--- src/rtl/deskew_pkg.sv ---
package deskew_pkg;

    typedef enum logic [1:0] {
        ST_IDLE  = 2'd0,
        ST_PULSE = 2'd1,
        ST_WAIT  = 2'd2
    } cal_state_e;

    typedef struct packed {
        logic       legal;
        logic [7:0] value;
    } verdict_t;

    function automatic verdict_t judge_tap(input int unsigned found,
                                           input logic        sync_en,
                                           input int unsigned margin,
                                           input int unsigned lo,
                                           input int unsigned hi);
        verdict_t    v;
        int unsigned fin;
        fin     = found + (sync_en ? margin : 0);
        v.legal = (fin >= lo) && (fin <= hi);
        v.value = fin[7:0];
        return v;
    endfunction

endpackage

--- src/rtl/dsk_settle_timer.sv ---
module dsk_settle_timer #(
    parameter int W = 4
) (
    input  logic         clk,
    input  logic         rst,
    input  logic         load,
    input  logic [W-1:0] load_val,
    output logic         zero
);
    logic [W-1:0] cnt_q;

    always_ff @(posedge clk) begin
        if (rst)
            cnt_q <= '0;
        else if (load)
            cnt_q <= load_val;
        else if (cnt_q != '0)
            cnt_q <= cnt_q - 1'b1;
    end

    assign zero = (cnt_q == '0);

    // the wait shrinks by one each cycle until it expires
    a_r5_count_down: assert property (@(posedge clk) disable iff (rst)
        (!load && !zero) |=> (cnt_q == $past(cnt_q) - 1'b1));

endmodule

--- src/rtl/dsk_tap_mux.sv ---
module dsk_tap_mux #(
    parameter int NUM_TAPS  = 14,
    parameter int TAP_W     = 4,
    parameter int DIAG_CODE = 15
) (
    input  logic [TAP_W-1:0]    code,
    input  logic [NUM_TAPS-1:0] taps,
    input  logic                diag,
    output logic                y
);
    logic [NUM_TAPS-1:0] hit;

    for (genvar i = 0; i < NUM_TAPS; i++) begin : g_tap
        assign hit[i] = (code == TAP_W'(i)) & taps[i];
    end

    assign y = (code == TAP_W'(DIAG_CODE)) ? diag : |hit;

endmodule

--- src/rtl/dsk_search_fsm.sv ---
module dsk_search_fsm
    import deskew_pkg::*;
#(
    parameter int NUM_TAPS  = 14,
    parameter int TAP_W     = 4,
    parameter int MARGIN    = 3,
    parameter int MIN_FINAL = 1,
    parameter int MAX_FINAL = 12
) (
    input  logic             clk,
    input  logic             rst,
    input  logic             start,
    input  logic             sync_mode,
    input  logic             sample_in,
    input  logic             settle_zero,
    input  logic             wr_en,
    input  logic [TAP_W-1:0] wr_code,
    output logic             settle_load,
    output logic [TAP_W-1:0] tap_code,
    output logic             pulse_req,
    output logic             done,
    output logic             error
);
    localparam logic [TAP_W-1:0] LAST_TAP = TAP_W'(NUM_TAPS - 1);

    cal_state_e       state_q;
    logic [TAP_W-1:0] trial_q;
    logic [TAP_W-1:0] code_q;
    logic             err_q;
    logic             done_q;
    verdict_t         verdict;

    always_comb verdict = judge_tap(int'(trial_q), sync_mode, MARGIN,
                                    MIN_FINAL, MAX_FINAL);

    always_ff @(posedge clk) begin
        if (rst) begin
            state_q <= ST_IDLE;
            trial_q <= '0;
            code_q  <= '0;
            err_q   <= 1'b0;
            done_q  <= 1'b0;
        end else begin
            done_q <= 1'b0;
            unique case (state_q)
                ST_IDLE: begin
                    if (start) begin
                        state_q <= ST_PULSE;
                        trial_q <= '0;
                        err_q   <= 1'b0;
                    end else if (wr_en) begin
                        code_q <= wr_code;
                    end
                end
                ST_PULSE: state_q <= ST_WAIT;
                ST_WAIT: begin
                    if (settle_zero) begin
                        if (sample_in) begin
                            if (verdict.legal)
                                code_q <= TAP_W'(verdict.value);
                            else
                                err_q <= 1'b1;
                            done_q  <= 1'b1;
                            state_q <= ST_IDLE;
                        end else if (trial_q == LAST_TAP) begin
                            err_q   <= 1'b1;
                            done_q  <= 1'b1;
                            state_q <= ST_IDLE;
                        end else begin
                            trial_q <= trial_q + 1'b1;
                            state_q <= ST_PULSE;
                        end
                    end
                end
                default: state_q <= ST_IDLE;
            endcase
        end
    end

    assign settle_load = (state_q == ST_PULSE);
    assign pulse_req   = (state_q == ST_PULSE);
    assign tap_code    = (state_q == ST_IDLE) ? code_q : trial_q;
    assign done        = done_q;
    assign error       = err_q;

    // end-of-search pulse never lasts two cycles
    a_r11_done_single: assert property (@(posedge clk) disable iff (rst)
        done |=> !done);

    // one pulse per trial, never back to back
    a_r4_pulse_single: assert property (@(posedge clk) disable iff (rst)
        pulse_req |=> !pulse_req);

    // a clean finish leaves a code inside the window
    a_r8_commit_legal: assert property (@(posedge clk) disable iff (rst)
        (done && !error) |-> (int'(code_q) >= MIN_FINAL && int'(code_q) <= MAX_FINAL));

    // a failed finish keeps the earlier code
    a_r9_hold_on_error: assert property (@(posedge clk) disable iff (rst)
        (done && error) |-> $stable(code_q));

    // a pulse is always followed by waiting, not by the end of the search
    a_r6_pulse_then_wait: assert property (@(posedge clk) disable iff (rst)
        pulse_req |=> (!done && !pulse_req));

endmodule

--- src/rtl/deskew_cal_ctrl.sv ---
module deskew_cal_ctrl #(
    parameter int NUM_TAPS  = 14,
    parameter int TAP_W     = 4,
    parameter int SETTLE_W  = 4,
    parameter int MARGIN    = 3,
    parameter int MIN_FINAL = 1,
    parameter int MAX_FINAL = 12,
    parameter int DIAG_CODE = 15
) (
    input  logic                clk,
    input  logic                rst,
    input  logic                start,
    input  logic                sync_mode,
    input  logic [SETTLE_W-1:0] settle_cycles,
    input  logic                sample_in,
    input  logic                wr_en,
    input  logic [TAP_W-1:0]    wr_code,
    input  logic [NUM_TAPS-1:0] tap_vec,
    input  logic                diag_bit,
    output logic [TAP_W-1:0]    tap_code,
    output logic                sel_out,
    output logic                pulse_req,
    output logic                done,
    output logic                error
);
    logic settle_load;
    logic settle_zero;

    dsk_settle_timer #(.W(SETTLE_W)) u_timer (
        .clk      (clk),
        .rst      (rst),
        .load     (settle_load),
        .load_val (settle_cycles),
        .zero     (settle_zero)
    );

    dsk_search_fsm #(
        .NUM_TAPS  (NUM_TAPS),
        .TAP_W     (TAP_W),
        .MARGIN    (MARGIN),
        .MIN_FINAL (MIN_FINAL),
        .MAX_FINAL (MAX_FINAL)
    ) u_fsm (
        .clk         (clk),
        .rst         (rst),
        .start       (start),
        .sync_mode   (sync_mode),
        .sample_in   (sample_in),
        .settle_zero (settle_zero),
        .wr_en       (wr_en),
        .wr_code     (wr_code),
        .settle_load (settle_load),
        .tap_code    (tap_code),
        .pulse_req   (pulse_req),
        .done        (done),
        .error       (error)
    );

    dsk_tap_mux #(
        .NUM_TAPS  (NUM_TAPS),
        .TAP_W     (TAP_W),
        .DIAG_CODE (DIAG_CODE)
    ) u_mux (
        .code (tap_code),
        .taps (tap_vec),
        .diag (diag_bit),
        .y    (sel_out)
    );

endmodule

--- config.mk ---
export PLATFORM = sky130hd
export DESIGN_NAME = deskew_cal_ctrl
export DESIGN_NICKNAME = d
export VERILOG_FILES = /design/src/rtl/deskew_pkg.sv /design/src/rtl/dsk_settle_timer.sv /design/src/rtl/dsk_tap_mux.sv /design/src/rtl/dsk_search_fsm.sv /design/src/rtl/deskew_cal_ctrl.sv
export SDC_FILE = /design/constraint.sdc
export NUM_CORES = 1
export LEC_CHECK = 0
export CAP_MARGIN = 25
export CELL_PAD_IN_SITES_DETAIL_PLACEMENT = 1
export CELL_PAD_IN_SITES_GLOBAL_PLACEMENT = 2
export CORE_MARGIN = 2
export CORE_UTILIZATION = 29
export DETAILED_ROUTE_END_ITERATION = 10
export GPL_ROUTABILITY_DRIVEN = 0
export PLACE_DENSITY = 0.84
export SLEW_MARGIN = 20
export SYNTH_ARGS = -nofsm -noshare
export SYNTH_HDL_FRONTEND = slang
export SYNTH_HIERARCHICAL = 1
export SYNTH_SLANG_ARGS = --single-unit
--- constraint.sdc ---
create_clock -name clk -period 3.55 [get_ports clk]
set_input_delay 0.71 -clock clk [delete_from_list [all_inputs] [get_ports clk]]
set_output_delay 0.71 -clock clk [all_outputs]
set_load 0.01 [all_outputs]
==> impl_metrics.tcl, run 1 <==
set metrics [dict create \
    status "finished, final reports clean" \
    vias 1171 \
    via_per_inst 5.09 \
    fin_area_um2 1670 \
    synthCells 146 \
    numCtsBuffers 3 \
    postCtsHoldBufs 0 \
    setup_tns_ps 0 \
    crit_start "u_fsm/state_q[1]$_SDFFE_PP0P_" \
    maxSlewViolCount 0 \
    hold_start "u_fsm/error$_SDFFE_PP0P_" \
    drt-met1-wl_mm 1.62 \
    place_inst 227 \
    final_cells 230 \
    pwr-share-seq_pct 35.7 \
    syn_nets 181 \
    synth_edf_count 0 \
    synth_ff_type "dfxtp_1" \
    postSynth.asyncResetShare_pct 0 \
    post_cts_resized 0 \
    coreArea_um2 4060 \
    wirelength_mm 3.58 \
    hold_class "flip-flop to flip-flop" \
    clock_sinks 16 \
    dp_hpwl_mm 2.96 \
    port_buffers 36 \
    yosys_register_bits 16 \
    rsz0062_at_grt "false" \
    drc 0 \
    place_area_um2 1630 \
    grt_pass1_wl_mm 5.97 \
    setup_violations 0 \
    r2r_slack_ps 1030 \
    diodes 0 \
    ant_nets 0 \
    critical_path_arrival_ps 2670 \
    grt_antenna_before_repair 0 \
    synth-adder-area-share_pct 6.69 \
    clock-root-buffer "clkbuf_8" \
    hold_viol 0 \
    dieWidth_um 69.3 \
    htree_levels 1 \
    synth-simple-area-share_pct 28.1 \
    synth_compound_area_share_pct 18.5 \
    post_cts_buffers 0 \
    synth_warnings 6 \
    rows 23 \
    p_per_area_nw_per_um2 386 \
    internal_power_mw 0.434 \
    holdPathStages 2 \
    crit_end "sel_out" \
    path_class "flip-flop to output pin" \
    drv_cap 0 \
    power_frac_comb_pct 43.4 \
    cts_tree "done" \
    r2r_start "u_fsm/trial_q[0]$_SDFFE_PP0P_" \
    required_ps 2840 \
    drt_first_pass_iters 4 \
    die_area_um2 4800 \
    clock_power_share_pct 20.9 \
    p_sw_mw 0.212 \
    met2_length_mm 1.84 \
    wl_per_cell_um 15.5 \
    start_kind "flip-flop" \
    cts.path.max_buffers 2 \
    period_needed_ps 3380 \
    drt_iter0_drc 34 \
    num_io_pins 37 \
    drive_gt1_share_pct 10.0 \
    r2r-end "u_fsm/code_q[1]$_SDFFE_PP0P_" \
    synth_area_um2 1230 \
    swShare_pct 32.8 \
    fp.dieH_um 69.3 \
    ys_types 48 \
    path_clk_slew_ps 60 \
    synthMuxAreaShare_pct 11.9 \
    synth_top_family_by_area "simple AND/OR/NAND/NOR gates" \
    nNetsFinal 217 \
    grt_max_degree 20 \
    syn_to_final_growth_pct 35.6 \
    relSlewSlack_pct 54.2 \
    fin_crit_sh_pct 95.2 \
    worst_pin_slew_ps 680 \
    wl_met3_um 95 \
    initial_utilization_pct 30.4 \
    max_freq_mhz 296 \
    grt_overflow_total 0 \
    ir_worst_vdd_uv 168 \
    fin_skew_ps 1.45 \
    gr-usage-all-layers_pct 15.3 \
    synth.avg_cell_area_um2 8.46 \
    synth-xor-area-share_pct 3.55 \
    insertion_delay_ps 240 \
    p_leak_nw 0.617 \
    crit_fanout 10 \
    seq_area_frac_synth_pct 25.9 \
    end_kind "output pin" \
    rr_worst_depth 8 \
    highest-signal-layer "met4" \
    grt_pass1_vias 1194 \
]
==> how the worst min path moves through the flow <==
stage,end,slack [ps]
2_1_floorplan,u_fsm/code_q[0]$_SDFFE_PP0P_,450
3_3_place_gp,u_fsm/error$_SDFFE_PP0P_,450
3_5_place_dp,u_fsm/error$_SDFFE_PP0P_,460
4_1_cts,u_fsm/error$_SDFFE_PP0P_,470
5_1_grt,u_fsm/code_q[0]$_SDFFE_PP0P_,510
6_report,u_fsm/error$_SDFFE_PP0P_,460
==> cell type report <==
| type | count | area, µm² |
|---|---|---|
| Fill cell | 494 | 2380 |
| Tap cell | 50 | 62.6 |
| Multi-Input combinational cell | 115 | 848 |
| Clock buffer | 3 | 41.3 |
| Timing Repair Buffer | 37 | 368 |
| Sequential cell | 16 | 320 |
| Inverter | 9 | 33.8 |
==> stage by stage <==
stage / power (mW) / util (%) / hold slack (ps) / setup WS (ps)
floorplan: 0.418 / - / 446 / 977
global placement: 0.501 / 40.2 / 453 / 467
detailed placement: 0.517 / 40.2 / 455 / 343
CTS: 0.654 / 41.3 / 465 / 153
global route: 0.694 / 41.3 / 508 / 18.2
finish: 0.646 / 41.3 / 459 / 172
==> cell usage in the layout, fill, tap and decap left out, types with 2 or more instances in the layout <==
cell / count
clkdlybuf4s50_1: 36
nor2_1: 20
dfxtp_1: 16
nor2b_1: 9
inv_1: 9
nand2_1: 8
o21ai_0: 7
nand2b_1: 6
a21oi_1: 5
ha_1: 5
mux2_2: 4
or4_1: 4
nand3_1: 4
clkbuf_8: 3
xnor2_1: 3
mux2i_1: 3
a21o_1: 2
xor2_1: 2
nor3b_1: 2
mux4_2: 2
o22ai_1: 2
nor3_1: 2
==> logic make-up (layout without fill, tap and decap cells) <==
logic type | count (synthesis) | count (layout)
flops | 16 | 16
buf+inv | 15 | 49
fa+ha+maj | 6 | 6
simple gates | 63 | 63
mux | 10 | 10
xor+xnor | 5 | 5
compound gates | 31 | 31
==> per-layer routing <==
layer | vias up | track usage (%)
met5 | - | 0
met4 | 0 | 3.27
met3 | 2 | 2.18
met2 | 14 | 27.5
met1 | 557 | 19.3
li1 | 598 | -
==> critical path: stages (launching register included) <==
cell	delay [ps]
dfxtp_1	500
nor2_1	150
o21ai_0	570
mux4_2	420
a22oi_2	200
o31ai_2	90
clkdlybuf4s50_1	490
==> Yosys cell counts (2+ instances only) <==
| cell | n | area [µm²] |
|---|---|---|
| a21o_1 | 2 | 15.0 |
| a21oi_1 | 5 | 25.0 |
| buf_2 | 2 | 10.0 |
| buf_4 | 2 | 15.0 |
| clkbuf_1 | 2 | 7.51 |
| dfxtp_1 | 16 | 320 |
| ha_1 | 5 | 62.6 |
| inv_1 | 9 | 33.8 |
| mux2_2 | 4 | 45.0 |
| mux2i_1 | 3 | 30.0 |
| mux4_2 | 2 | 45.0 |
| nand2_1 | 8 | 30.0 |
| nand2b_1 | 6 | 37.5 |
| nand3_1 | 4 | 20.0 |
| nor2_1 | 20 | 75.1 |
| nor2b_1 | 9 | 56.3 |
| nor3_1 | 2 | 10.0 |
| nor3b_1 | 2 | 15.0 |
| o21ai_0 | 7 | 35.0 |
| o22ai_1 | 2 | 12.5 |
| or4_1 | 4 | 30.0 |
| xnor2_1 | 3 | 26.3 |
| xor2_1 | 2 | 17.5 |
==> sequential cells by signal, indices dropped and copies added (netlist names) <==
register / flops
u_fsm/state_q: 2
u_timer/cnt_q: 4
u_fsm/code_q: 4
u_fsm/trial_q: 4
u_fsm/done: 1
u_fsm/error: 1
==> power by group through the flow <==
stage	clock network, mW	logic, mW	registers (mW)
finish	0.135	0.280	0.231
global route	0.151	0.308	0.235
CTS	0.140	0.283	0.231
detailed placement	0	0.281	0.235
global placement	0	0.267	0.234
floorplan	0	0.192	0.226
Power figures use the tool's default switching activity.
==> run 2: changes to the inputs <==
- ABC_CLOCK_PERIOD_IN_PS: unset -> 3550
- SLEW_MARGIN: 20 -> unset
==> results of run 2 <==
Same layout as run 1: the final DEF is identical, and so are final timing and power.
